$ cat src/rtl/pfs_pkg.sv
package pfs_pkg;
  localparam int FETCH_SLOTS = 7;
  localparam int IDX_W       = $clog2(FETCH_SLOTS + 1);
  localparam logic [IDX_W-1:0] IDLE_IDX = IDX_W'(FETCH_SLOTS);
  localparam logic [IDX_W-1:0] CFG_IDX  = IDX_W'(FETCH_SLOTS - 1);

  typedef enum logic [1:0] {
    MODE_RUN    = 2'd0,
    MODE_ARMED  = 2'd1,
    MODE_PARKED = 2'd2
  } seq_mode_t;
endpackage

$ cat src/rtl/pfs_edge.sv
module pfs_edge #(
  parameter int STAGES = 2
) (
  input  logic clk,
  input  logic rst_n,
  input  logic pc_in,
  output logic pc_rise,
  output logic pc_fall
);
  logic [STAGES-1:0] sync_q, sync_d;
  logic              prev_q;

  always_comb begin
    sync_d = {sync_q[STAGES-2:0], pc_in};
  end

  always_ff @(posedge clk or negedge rst_n) begin
    if (!rst_n) begin
      sync_q <= '0;
      prev_q <= 1'b0;
    end else begin
      sync_q <= sync_d;
      prev_q <= sync_q[STAGES-1];
    end
  end

  assign pc_rise = sync_q[STAGES-1] & ~prev_q;
  assign pc_fall = ~sync_q[STAGES-1] & prev_q;
endmodule

$ cat src/rtl/pfs_state.sv
module pfs_state
  import pfs_pkg::*;
(
  input  logic                   clk,
  input  logic                   rst_n,
  input  logic                   pc_rise,
  input  logic                   pc_fall,
  input  logic                   pe_in,
  output logic [IDX_W-1:0]       cur_idx,
  output logic                   parked,
  output logic [FETCH_SLOTS-1:0] fetch_n
);
  logic [IDX_W-1:0] idx_q, idx_d;
  seq_mode_t        mode_q, mode_d;
  logic             state_en;

  assign state_en = pc_rise | pc_fall;

  always_comb begin
    idx_d  = idx_q;
    mode_d = mode_q;
    unique case (mode_q)
      MODE_RUN: begin
        if (pc_rise) begin
          if (pe_in) begin
            idx_d = idx_q + 1'b1;
          end else begin
            idx_d  = IDLE_IDX;
            mode_d = MODE_ARMED;
          end
        end
      end
      MODE_ARMED: begin
        if (pc_fall) begin
          idx_d  = CFG_IDX;
          mode_d = MODE_PARKED;
        end
      end
      MODE_PARKED: begin
        if (pc_rise && pe_in) begin
          idx_d  = IDLE_IDX;
          mode_d = MODE_RUN;
        end
      end
      default: begin
        idx_d  = IDLE_IDX;
        mode_d = MODE_RUN;
      end
    endcase
  end

  always_ff @(posedge clk or negedge rst_n) begin
    if (!rst_n) begin
      idx_q  <= '0;
      mode_q <= MODE_RUN;
    end else if (state_en) begin
      idx_q  <= idx_d;
      mode_q <= mode_d;
    end
  end

  for (genvar k = 0; k < FETCH_SLOTS; k++) begin : g_strobe
    assign fetch_n[k] = ~(idx_q == IDX_W'(k));
  end

  assign cur_idx = idx_q;
  assign parked  = (mode_q == MODE_PARKED);


  strobe_single_chk: assert property (@(posedge clk) disable iff (!rst_n)
    $countones(~fetch_n) <= 1);


  step_advance_chk: assert property (@(posedge clk) disable iff (!rst_n)
    (mode_q == MODE_RUN && pc_rise && pe_in) |=> (cur_idx == IDX_W'($past(cur_idx) + 1'b1)));


  break_idle_chk: assert property (@(posedge clk) disable iff (!rst_n)
    (mode_q == MODE_RUN && pc_rise && !pe_in) |=> (&fetch_n && !parked));


  park_entry_chk: assert property (@(posedge clk) disable iff (!rst_n)
    (mode_q == MODE_ARMED && pc_fall) |=> (parked && !fetch_n[FETCH_SLOTS-1]));


  resume_chk: assert property (@(posedge clk) disable iff (!rst_n)
    (parked && pc_rise && pe_in) |=> (!parked && &fetch_n));
endmodule

$ cat src/rtl/pfs_load.sv
module pfs_load
  import pfs_pkg::*;
(
  input  logic             clk,
  input  logic             rst_n,
  input  logic             pc_fall,
  input  logic [IDX_W-1:0] cur_idx,
  input  logic             parked,
  input  logic             cfg_valid,
  output logic             load_pulse,
  output logic [IDX_W-1:0] load_idx
);
  logic             ld_d, ld_q;
  logic [IDX_W-1:0] li_d, li_q;

  always_comb begin
    if (parked) begin
      ld_d = cfg_valid;
      li_d = CFG_IDX;
    end else begin
      ld_d = pc_fall && (cur_idx != IDLE_IDX);
      li_d = cur_idx;
    end
  end

  always_ff @(posedge clk or negedge rst_n) begin
    if (!rst_n) begin
      ld_q <= 1'b0;
    end else begin
      ld_q <= ld_d;
    end
  end

  always_ff @(posedge clk or negedge rst_n) begin
    if (!rst_n) begin
      li_q <= '0;
    end else if (ld_d) begin
      li_q <= li_d;
    end
  end

  assign load_pulse = ld_q;
  assign load_idx   = li_q;


  idle_noload_chk: assert property (@(posedge clk) disable iff (!rst_n)
    (!parked && cur_idx == IDLE_IDX) |=> !load_pulse);


  fall_load_chk: assert property (@(posedge clk) disable iff (!rst_n)
    (!parked && pc_fall && cur_idx != IDLE_IDX) |=> (load_pulse && load_idx == $past(cur_idx)));


  cfg_load_chk: assert property (@(posedge clk) disable iff (!rst_n)
    (parked && cfg_valid) |=> (load_pulse && load_idx == CFG_IDX));
endmodule

$ cat src/rtl/prog_fetch_seq.sv
module prog_fetch_seq
  import pfs_pkg::*;
#(
  parameter int SYNC_STAGES = 2
) (
  input  logic             clk,
  input  logic             rst_n,
  input  logic             pc_in,
  input  logic             pe_in,
  input  logic             cfg_valid,
  output logic [6:0]       fetch_n,
  output logic             load_pulse,
  output logic [2:0]       load_idx
);
  logic [1:0]       rst_pipe;
  logic             rst_int_n;
  logic             pc_rise, pc_fall;
  logic [IDX_W-1:0] cur_idx;
  logic             parked;

  always_ff @(posedge clk or negedge rst_n) begin
    if (!rst_n) begin
      rst_pipe <= '0;
    end else begin
      rst_pipe <= {rst_pipe[0], 1'b1};
    end
  end
  assign rst_int_n = rst_pipe[1];

  pfs_edge #(.STAGES(SYNC_STAGES)) u_edge (
    .clk     (clk),
    .rst_n   (rst_int_n),
    .pc_in   (pc_in),
    .pc_rise (pc_rise),
    .pc_fall (pc_fall)
  );

  pfs_state u_state (
    .clk     (clk),
    .rst_n   (rst_int_n),
    .pc_rise (pc_rise),
    .pc_fall (pc_fall),
    .pe_in   (pe_in),
    .cur_idx (cur_idx),
    .parked  (parked),
    .fetch_n (fetch_n)
  );

  pfs_load u_load (
    .clk        (clk),
    .rst_n      (rst_int_n),
    .pc_fall    (pc_fall),
    .cur_idx    (cur_idx),
    .parked     (parked),
    .cfg_valid  (cfg_valid),
    .load_pulse (load_pulse),
    .load_idx   (load_idx)
  );


  park_hold_chk: assert property (@(posedge clk) disable iff (!rst_int_n)
    (parked && !pe_in) |=> parked);


  fall_pulse_width_chk: assert property (@(posedge clk) disable iff (!rst_int_n)
    (load_pulse && !$past(parked) && !parked) |=> !load_pulse);
endmodule

$ cat config.mk
export PLATFORM = sky130hd
export DESIGN_NAME = prog_fetch_seq
export DESIGN_NICKNAME = d
export VERILOG_FILES = /design/src/rtl/pfs_pkg.sv /design/src/rtl/pfs_edge.sv /design/src/rtl/pfs_state.sv /design/src/rtl/pfs_load.sv /design/src/rtl/prog_fetch_seq.sv
export SDC_FILE = /design/constraint.sdc
export NUM_CORES = 1
export LEC_CHECK = 0
export BUFFER_PORTS_ARGS = -buffer_cell sky130_fd_sc_hd__buf_4
export CORE_MARGIN = 2
export CORE_UTILIZATION = 40
export DETAILED_ROUTE_END_ITERATION = 8
export SLEW_MARGIN = 10
export SYNTH_ARGS = -nofsm -noshare
export SYNTH_HDL_FRONTEND = slang
export SYNTH_SLANG_ARGS = --single-unit
$ cat constraint.sdc
create_clock -name clk -period 1 [get_ports clk]
set_input_delay 0.15 -clock clk [delete_from_list [all_inputs] [get_ports clk]]
set_output_delay 0.15 -clock clk [all_outputs]
set_load 0.02 [all_outputs]
Yosys cells after proc, flatten, opt, wreduce, memory -nomap -nowiden
Index checks and enable logic that the tools add are counted.
- bits in registers: 14
- input port bits: 5
- output and inout port bits: 11
- word-level logic and storage cells: 51
- add/subtract/negate cells: 1
- equal/unequal tests: 13
- mux-type cells: 12
- bitwise gates (word level): 12
- reduce and logical (&&, ||, !) cells: 6
- operator list (operator ; number):
    3-bit two-way mux ; 5
    3-bit == test, second input constant ; 3
    1-bit inverter ; 9
    3-bit one-hot mux with 3 select lines ; 1
    2-bit two-way mux ; 4
    3-bit by 2-bit == test with 1-bit output, second input constant ; 2
    2-bit one-hot mux with 3 select lines ; 1
    5-bit AND reduction ; 1
    2-bit by 1-bit != test with 1-bit output, second input constant ; 2
    2-bit != test, second input constant ; 2
    4-bit AND reduction ; 1
    3-bit by 1-bit adder with 3-bit output, second input constant ; 1
    3-bit by 1-bit == test with 1-bit output, second input constant ; 1
    3-bit zero test ; 1
    3-bit != test, second input constant ; 1
    1-bit bitwise AND ; 2
    2-bit by 1-bit == test with 1-bit output, second input constant ; 1
    2-bit == test, second input constant ; 1
    1-bit logical AND ; 2
    2-bit zero test ; 1
    1-bit two-way mux ; 1
    1-bit OR ; 1

Longest topological paths before layout
Gate-level depths: netlist of run 1.
- word-level depth: 5
- mapped depth: 5
- mapped depth without buffers: 5

Hierarchy
From an unflattened synthesis of run 1, not the netlist that was laid out.
- cells, all modules: 69
- area total of the unflattened synthesis: 730.7 µm²
- modules (own cells, without submodules) (module ; times used ; cells an instance ; area each (µm²) ; sequential area each (µm²)):
    pfs_state ; 1 ; 48 ; 395.4 ; 125.1
    pfs_load ; 1 ; 13 ; 191.4 ; 100.1
    pfs_edge ; 1 ; 5 ; 90.1 ; 75.1
    prog_fetch_seq ; 1 ; 3 ; 53.8 ; 50.0

Worst setup path before layout of run 1
OpenSTA, ideal clock, no wires.
- path kind: flip-flop to flip-flop
- from: reg u_state.idx_q[0] (netlist: u_state.cur_idx[0])
- to: reg u_load.li_q[1] (netlist: u_load.load_idx[1])
- library setup time: 0.121 ns
- arrival: 1.176 ns
- required time: 0.879 ns
- slack: -0.297 ns
- stages on the path, launching flop included: 6
- path buffers: 0
- clock period less this slack: 1.297 ns
- path through: dfrtp_1 > ha_1 > ha_1 > nor2b_1 > nand2_1 > o22a_1
- longest elaborated chain between the ends: 3
- RTL lines (element ; line ; text):
    start: declaration ; pfs_state.sv:13 ; logic [IDX_W-1:0] idx_q, idx_d;
    start signal: assignment ; pfs_state.sv:57 ; idx_q <= idx_d;
    3-bit != test ; pfs_load.sv:21 ; ld_d = pc_fall && (cur_idx != IDLE_IDX);
    1-bit logical AND ; pfs_load.sv:21 ;
    1-bit two-way mux ; pfs_load.sv:17 ; if (parked) begin
    end signal: assignment ; pfs_load.sv:38 ; li_q <= li_d;
    end: declaration ; pfs_load.sv:14 ; logic [IDX_W-1:0] li_d, li_q;
No other way between the ends.
A chain may end at the register's enable or synchronous reset.

Worst setup path in the final report of run 1
- from: reg u_state.idx_q[1] (netlist: u_state.cur_idx[1])
- to: out fetch_n[5]
- longest elaborated chain between the ends: 2
- RTL lines (element ; line ; text):
    3-bit == test ; pfs_state.sv:63 ; assign fetch_n[k] = ~(idx_q == IDX_W'(k));
    1-bit inverter ; pfs_state.sv:63 ;
    end: declaration ; prog_fetch_seq.sv:11 ; output logic [6:0] fetch_n,
No other way between the ends.

==> impl_metrics.ini, run 1 <==
[place]
routabilityCongestion = 0.761
hpwl_mm = 1.09
placed_cell_area_sq_um = 916
post-place-ws_ns = -0.382
port-buffer-count = 15

[floorplan]
core_sq_um = 1690
core.rowCount = 15
start_util_pct = 41.3
dieArea_sq_um = 2100
die_x_um = 45.8
io-pin-count = 16
die_y_um = 45.8

[yosys]
synth_top_area_cell = dfrtp_1
synthesis.nets = 77
synthTopCellsByArea = dfrtp_1, ha_1, inv_1
yosysTopAreaCellShare_pct = 50.2
synthFlopType = dfrtp_1
yosysWarningCount = 0
ys_ff_latch = 14
syn-cell-area_sq_um = 698
netlist-cell-type-count = 21
synth_top_cells_by_count = dfrtp_1, inv_1, ha_1, nand2_1
async_flop_share_pct = 100
yosysSeqAreaShare_pct = 50.2
yosysMostFrequentCell = dfrtp_1
synth-edff-count = 0
synthCells = 64
avgSynthCellArea_sq_um = 10.9

[sta]
grt_setup_unrepaired = yes
setup_slack_ns = -0.382
hold_violations = 0
period_share_pct = 138
fmax_ghz = 0.724
skew_ns = 0.00287
final_max_slew_viol_count = 0
finalSetupTns_ns = -5.22
fin_crit_ns = 1.38
final-setup-viol-count = 16

[clock_tree]
clockBufferDepth = 2
cts_root_buf = clkbuf_4
cts.sinks = 14
numCtsBuffers = 3
cts_max_level = 1
clk_latency_ns = 0.27
clkTransAtPathRegs_ns = 0.08
tritoncts = yes

[power_and_ir_drop]
p_sw_mw = 1.39
pwr-share-comb_pct = 63.7
power.clock.fraction_pct = 11.0
powerDensity_nw_per_um2 = 2820
peakVddDrop_uv = 1540
seq_power_share_pct = 25.2
p_leak_nw = 0.568
swShare_pct = 39.1
p_int_mw = 2.16
fin_total_pwr_mw = 3.55

[global_routing]
grt_pass1_vias = 637
antenna_found_initial = 0
grt_use_total_pct = 19.7
grt_pass1_wl_mm = 2.84
grt_overflow = 0
grt_max_degree = 13

[routing]
ant_nets = 0
wirelength_mm = 1.70
drt_iter0_markers = 5
viasPerCell = 5.01
drc = 0
via_count = 616
post_drt_wl_per_cell_um = 13.8
first_pass_iters = 4

[layout]
final_util_pct = 74.6
drive_gt1_share_pct = 63.2
multi_input_area_sq_um = 454
stdcell_area_sq_um = 1260
layout.nets = 120
fill_cells = 121
layout.area.seq_sq_um = 350
syn_to_final_growth_pct = 80.5
antennaDiodeCount = 0

[worst_setup_path]
reg2reg_depth = 5
r2r_slack_ns = -0.36
critical_path_arrival_ns = 1.23
endpoint_kind = output port
crit_required_ns = 0.85
cp_max_fo = 3
critPathLaunchType = register
criticalPathCategory = register to output port

[flow_run]
cap_violations = 0

[run_status]
status = complete, but fails checks
violations = negative setup slack

[hold_path]
min_path_cells = 2
min_path_type = primary input to register
final timing paths:
path,start,endpoint
min in group asynchronous,rst_n,rst_pipe[0]
max in group asynchronous,rst_pipe[1],u_edge.sync_q[0]
hold / removal,cfg_valid,u_load.load_pulse
hold reg to reg,rst_pipe[1],u_edge.prev_q
setup / recovery,u_state.cur_idx[1],fetch_n[5]
setup reg to reg,u_edge.sync_q[1],u_load.load_idx[1]
critical path: stages (launching register included):
cell,delay [ns]
dfrtp_1,0.43
buf_6,0.16
inv_8,0.06
ha_4,0.12
nand2_1,0.06
buf_6,0.13
power by group through the flow:
| stage | Sequential [mW] | Clock, mW | Combinational [mW] |
|---|---|---|---|
| after floorplan | 0.961 | 0 | 0.677 |
| after global placement | 0.865 | 0 | 1.38 |
| after detailed placement | 0.874 | 0 | 1.41 |
| after CTS | 0.893 | 0.422 | 2.03 |
| after global routing | 0.912 | 0.438 | 2.42 |
| final | 0.895 | 0.392 | 2.26 |
sequential cells by signal (all words and copies together), names as in the netlist:
| signal | cells |
|---|---|
| u_state.mode_q | 2 |
| u_edge.prev_q | 1 |
| u_edge.sync_q | 2 |
| u_load.load_pulse | 1 |
| u_load.load_idx | 3 |
| rst_pipe | 2 |
| u_state.cur_idx | 3 |
final cells by class:
class                           count  share of cell area [%]
Clock buffer                        4                    2.88
Inverter                            9                    4.07
Multi-Input combinational cell     40                    36.0
Sequential cell                    14                    27.8
Tap cell                           17                    1.69
Timing Repair Buffer               39                    27.5
cells in the final DEF (no fill, tap or decap), types with 2 or more instances in the layout:
master         count
inv_2              2
nand3_1            2
nor2_1             2
dfrtp_1           14
buf_4             24
dlygate4sd3_1      2
inv_8              2
nand2_1            3
o22a_1             2
nand2_2            4
ha_4               7
inv_1              4
buf_6             13
a32oi_1            3
clkbuf_4           3
cells by family (layout without fill, tap and decap cells):
group | Yosys count | after routing | share of synthesized area, %
other | 1 | 1 | 0.537
buffers and inverters | 10 | 52 | 6.45
AO/OA/AOI/OAI | 13 | 13 | 13.6
multiplexers | 1 | 1 | 2.15
adder cells (fa/ha/maj) | 8 | 8 | 14.3
AND/OR/NAND/NOR | 17 | 17 | 12.7
flip-flops | 14 | 14 | 50.2
layer usage:
| metal | track usage [%] | routed length, um |
|---|---|---|
| met5 | 0 | 0 |
| met4 | 6.86 | 12 |
| met3 | 3.57 | 44 |
| met1 | 22.8 | 677 |
| met2 | 36.1 | 963 |
repair_timing:
action / in CTS / in global routing
setup buffers: 7 / 3
hold buffers: 2 / 0
hold endpoints to repair: 3 / 0
pin swaps: 13 / 9
setup endpoints to repair: 16 / 19
gates resized for setup: 45 / 8
per-stage QoR:
stage | std cells | hold slack, ns
6_report | 123 | 0.142
5_1_grt | 123 | 0.129
4_1_cts | 120 | 0.132
3_5_place_dp | 107 | -0.0637
3_3_place_gp | 107 | -0.0671
2_1_floorplan | 64 | -0.146
Power figures use the tool's default switching activity.
==> inputs of run 2 (changes only) <==
--- a/config.mk
+++ b/config.mk
@@ -5,10 +5,11 @@
 export SDC_FILE = /design/constraint.sdc
 export NUM_CORES = 1
 export LEC_CHECK = 0
-export BUFFER_PORTS_ARGS = -buffer_cell sky130_fd_sc_hd__buf_4
+export ABC_CLOCK_PERIOD_IN_PS = 1000
 export CORE_MARGIN = 2
-export CORE_UTILIZATION = 40
+export CORE_UTILIZATION = 37
 export DETAILED_ROUTE_END_ITERATION = 8
+export DONT_BUFFER_PORTS = 1
 export SLEW_MARGIN = 10
 export SYNTH_ARGS = -nofsm -noshare
 export SYNTH_HDL_FRONTEND = slang
==> impl_metrics.ini, run 2 (synthesis results as in run 1) <==
[floorplan]
core_sq_um = 1750
io-pin-count = 16
die_y_um = 47.4
die_x_um = 47.4
core.rowCount = 15
start_util_pct = 40.0
dieArea_sq_um = 2250

[worst_setup_path]
crit_required_ns = 1.17
criticalPathCategory = register to register
cp_max_fo = 4
reg2reg_depth = 5
critPathLaunchType = register
r2r-end = u_load.load_idx[1]
critical_path_arrival_ns = 1.52
endpoint_kind = register
r2r_start = u_state.cur_idx[1]
r2r_slack_ns = -0.36

[flow_run]
cap_violations = 0

[sta]
skew_ns = 0.00338
period_share_pct = 136
fmax_ghz = 0.736
fin_crit_ns = 1.36
grt_setup_unrepaired = yes
final-setup-viol-count = 16
final_max_slew_viol_count = 0
hold_violations = 0
setup_slack_ns = -0.358

[global_routing]
grt_max_degree = 13
antenna_found_initial = 0
grt_pass1_wl_mm = 2.31
grt_overflow = 0
grt_pass1_vias = 527
grt_use_total_pct = 15.3

[place]
placed_cell_area_sq_um = 836
hpwl_mm = 1.09
port-buffer-count = 0
post-place-ws_ns = -0.302
routabilityCongestion = 0.865
dp.cells = 103

[hold_path]
min_path_type = primary input to register
min_path_cells = 1
min_from = cfg_valid
min_to = u_load.load_pulse

[layout]
layout.nets = 105
layout.cells.non_filler = 116
syn_to_final_growth_pct = 62.5
layout.area.seq_sq_um = 350
final_util_pct = 65.0
fill_cells = 140
final_cell_mix = buf_4, dfrtp_1, buf_6
multi_input_area_sq_um = 458
stdcell_area_sq_um = 1130
antennaDiodeCount = 0
drive_gt1_share_pct = 57.1

[clock_tree]
numCtsBuffers = 3
cts.sinks = 14
clockBufferDepth = 2
clkTransAtPathRegs_ns = 0.08
cts_root_buf = clkbuf_4
cts_max_level = 1
clk_latency_ns = 0.28
tritoncts = yes

[routing]
first_pass_iters = 4
drt_iter0_markers = 6
wirelength_mm = 1.49
post_drt_wl_per_cell_um = 12.8
via_count = 575
drc = 0
viasPerCell = 4.96
ant_nets = 0

[run_status]
status = complete, but fails checks
violations = negative setup slack

[power_and_ir_drop]
peakVddDrop_uv = 1360
p_leak_nw = 0.517
powerDensity_nw_per_um2 = 2900
==> run 2: cell type report <==
cell class	instances	area share (%)
clock buffers	4	3.20
inverters	9	3.86
multi-input cells	40	40.4
flip-flops and latches	14	30.9
well taps	25	2.76
repair buffers	24	19.0
==> run 2: metrics by stage <==
step	hold slack, ns	TNS, ns	total power, mW
2_1_floorplan	-0.146	-1.76	1.64
3_3_place_gp	-0.146	-2.67	2.12
3_5_place_dp	-0.146	-2.93	2.15
4_1_cts	0.0435	-4.63	3.09
5_1_grt	0.0305	-5.51	3.52
6_report	0.0472	-4.61	3.29
==> run 2: routing by layer <==
layer	routed length (um)	vias to the layer above	track usage, %
li1	-	275	-
met1	601	286	17.1
met2	841	14	27.8
met3	46	0	5.66
met4	0	0	3.33
met5	0	-	0
==> run 2: worst max path at each step <==
stage	to	cells after the start	startpoint
global route	fetch_n[3]	4	u_state.cur_idx[1]
CTS	fetch_n[3]	4	u_state.cur_idx[0]
floorplan	u_load.load_idx[1]	5	u_state.cur_idx[1]
global placement	u_load.load_idx[1]	5	u_state.cur_idx[1]
detailed placement	u_load.load_idx[1]	5	u_state.cur_idx[1]
finish	u_load.load_idx[1]	5	u_state.cur_idx[1]
==> run 2: worst max-delay path, cell delays in order, from the launching register on <==
cell and delay (ns):
dfrtp_1 0.36, ha_2 0.20, ha_2 0.21, nor2b_4 0.05
mux2_4 0.27, o22a_1 0.16
==> run 2: repair_timing <==
action,in CTS,in global routing
pin swaps,10,10
endpoints found under the setup margin,16,17
setup buffers,3,5
hold endpoints to repair,3,0
hold buffers,2,0
gates resized for setup,37,11
==> run 2: power by group <==
group	internal [mW]	total (mW)	switching, mW
Sequential	0.733	0.921	0.188
Combinational	1.00	1.97	0.966
Clock	0.221	0.399	0.177
==> inputs of run 3 (changes only) <==
==> constraint.sdc (replaced) <==
create_clock -name clk -period 1 [get_ports clk]
set_input_delay 0.2 -clock clk [delete_from_list [all_inputs] [get_ports clk]]
set_output_delay 0.2 -clock clk [all_outputs]
set_load 0.02 [all_outputs]
==> impl_metrics.ini, run 3 (synthesis results as in run 1) <==
[run_status]
status = complete, but fails checks
violations = negative setup slack

[floorplan]
dieArea_sq_um = 2250
core.rowCount = 15
core_sq_um = 1750
io-pin-count = 16
start_util_pct = 40.0
die_y_um = 47.4
die_x_um = 47.4

[worst_setup_path]
crit_required_ns = 0.80
cp_common_cell = ha_4
crit_path_max_incr_delay_ns = 0.42
startpoint = u_state.cur_idx[1]
critPathLaunchType = register
cp_max_fo = 2
endpoint_kind = output port
cp_slowest_cell = dfrtp_1
criticalPathCategory = register to output port
critical_path_arrival_ns = 1.21
r2r_start = u_state.cur_idx[1]
path_cells = ha_4, buf_6, ha_4, inv_4
path_buf_inv = 2
cp_top_family = flip-flops

[layout]
drive_gt1_share_pct = 59.3
layout.nets = 106
stdcell_area_sq_um = 1140
antennaDiodeCount = 0
layout_commonest_cell = buf_4
final_cell_mix = buf_4, dfrtp_1, buf_6
syn_to_final_growth_pct = 62.9
fill_cells = 133

[power_and_ir_drop]
peakVddDrop_uv = 1480
swShare_pct = 40.6
p_int_mw = 1.96
seq_power_share_pct = 29.5
fin_total_pwr_mw = 3.31
powerDensity_nw_per_um2 = 2910
p_leak_nw = 0.518
pwr-share-comb_pct = 61.6
p_sw_mw = 1.34
power.clock.fraction_pct = 8.9

[clock_tree]
tritoncts = yes
clockBufferDepth = 2
clk_latency_ns = 0.27
cts_root_buf = clkbuf_4
cts.sinks = 14
numCtsBuffers = 3
cts_max_level = 1
clkTransAtPathRegs_ns = 0.08

[global_routing]
grt_overflow = 0
grt_max_degree = 13
grt_use_total_pct = 15.1
antenna_found_initial = 0
grt_pass1_wl_mm = 2.21
grt_pass1_vias = 543

[sta]
final_max_slew_viol_count = 0
period_share_pct = 141
fin_crit_ns = 1.41
setup_slack_ns = -0.409
hold_ws_ns = 0.101
skew_ns = 0.00911
hold_violations = 0
grt_setup_unrepaired = yes
fmax_ghz = 0.710
final-setup-viol-count = 16

[routing]
drc = 0
ant_nets = 0
post_drt_wl_per_cell_um = 13.4
wirelength_mm = 1.55
first_pass_iters = 4
viasPerCell = 4.84
via_count = 562
drt_iter0_markers = 6

[place]
port-buffer-count = 0
placed_cell_area_sq_um = 856
routabilityCongestion = 0.781
hpwl_um = 990

[hold_path]
min_path_type = primary input to register
min_from = cfg_valid

[flow_run]
cap_violations = 0
## run 3: cell count changes in the layout (fill, tap and decap cells not counted)
cell / before / now
o31ai_4: 1 / 0
nor2_2: 0 / 1
ha_2: 3 / 1
o31ai_2: 0 / 1
nand2_2: 0 / 1
buf_4: 14 / 15
ha_4: 5 / 7
clkbuf_8: 1 / 0
o21ai_2: 0 / 1
nor2_1: 2 / 1
nand2_1: 2 / 1
o21ai_4: 1 / 0
## run 3: metrics by stage
stage / util, % / TNS (ns) / setup WS, ns / instances
after detailed placement: 49.0 / -3.20 / -0.301 / 105
after CTS: 63.9 / -5.01 / -0.397 / 116
after global placement: 49.0 / -2.91 / -0.290 / 105
after global routing: 65.2 / -6.18 / -0.467 / 116
final: 65.2 / -5.40 / -0.409 / 116
after floorplan: - / -1.86 / -0.272 / 64
## run 3: what timing repair did
item                       CTS  global route
buffers inserted             6             0
pin swaps                   14             4
gates resized for setup     43             4
hold buffers                 2             0
setup endpoints to repair   16            16
hold endpoints to repair     3             0
## run 3: path summary, 6_finish.rpt
kind                                      endpoint  cells past startpoint  slack [ns]
worst min-delay path             u_load.load_pulse                      1        0.10
worst max register to register  u_load.load_idx[2]                      6       -0.38
max in group asynchronous        u_state.mode_q[1]                      0        0.50
worst max-delay path                    fetch_n[3]                      4       -0.41
worst min register to register  u_load.load_idx[1]                      0        0.18
min in group asynchronous              rst_pipe[0]                      1        0.16
## run 3: layout make-up
cell class              count  area (sq um)  share of cell area, %
clock buffers               3          22.5                   1.98
inverters                   9          43.8                   3.85
multi-input cells          40           467                   41.0
flip-flops and latches     14           350                   30.8
well taps                  25          31.3                   2.75
repair buffers             25           223                   19.6
## run 3: power groups by stage
stage	registers [mW]	clock network, mW	logic (mW)
floorplan	0.961	0	0.694
global placement	0.961	0	1.23
detailed placement	0.963	0	1.25
CTS	0.953	0.306	1.97
global route	1.00	0.340	2.19
finish	0.974	0.296	2.04
## run 3: per-layer routing
layer	global-route usage, %	part of all wire (%)	routed length (um)
met2	28.1	58	892
met3	6.79	3.9	60
met4	8.89	2.0	31
met5	0	0	0
met1	13.1	37	566
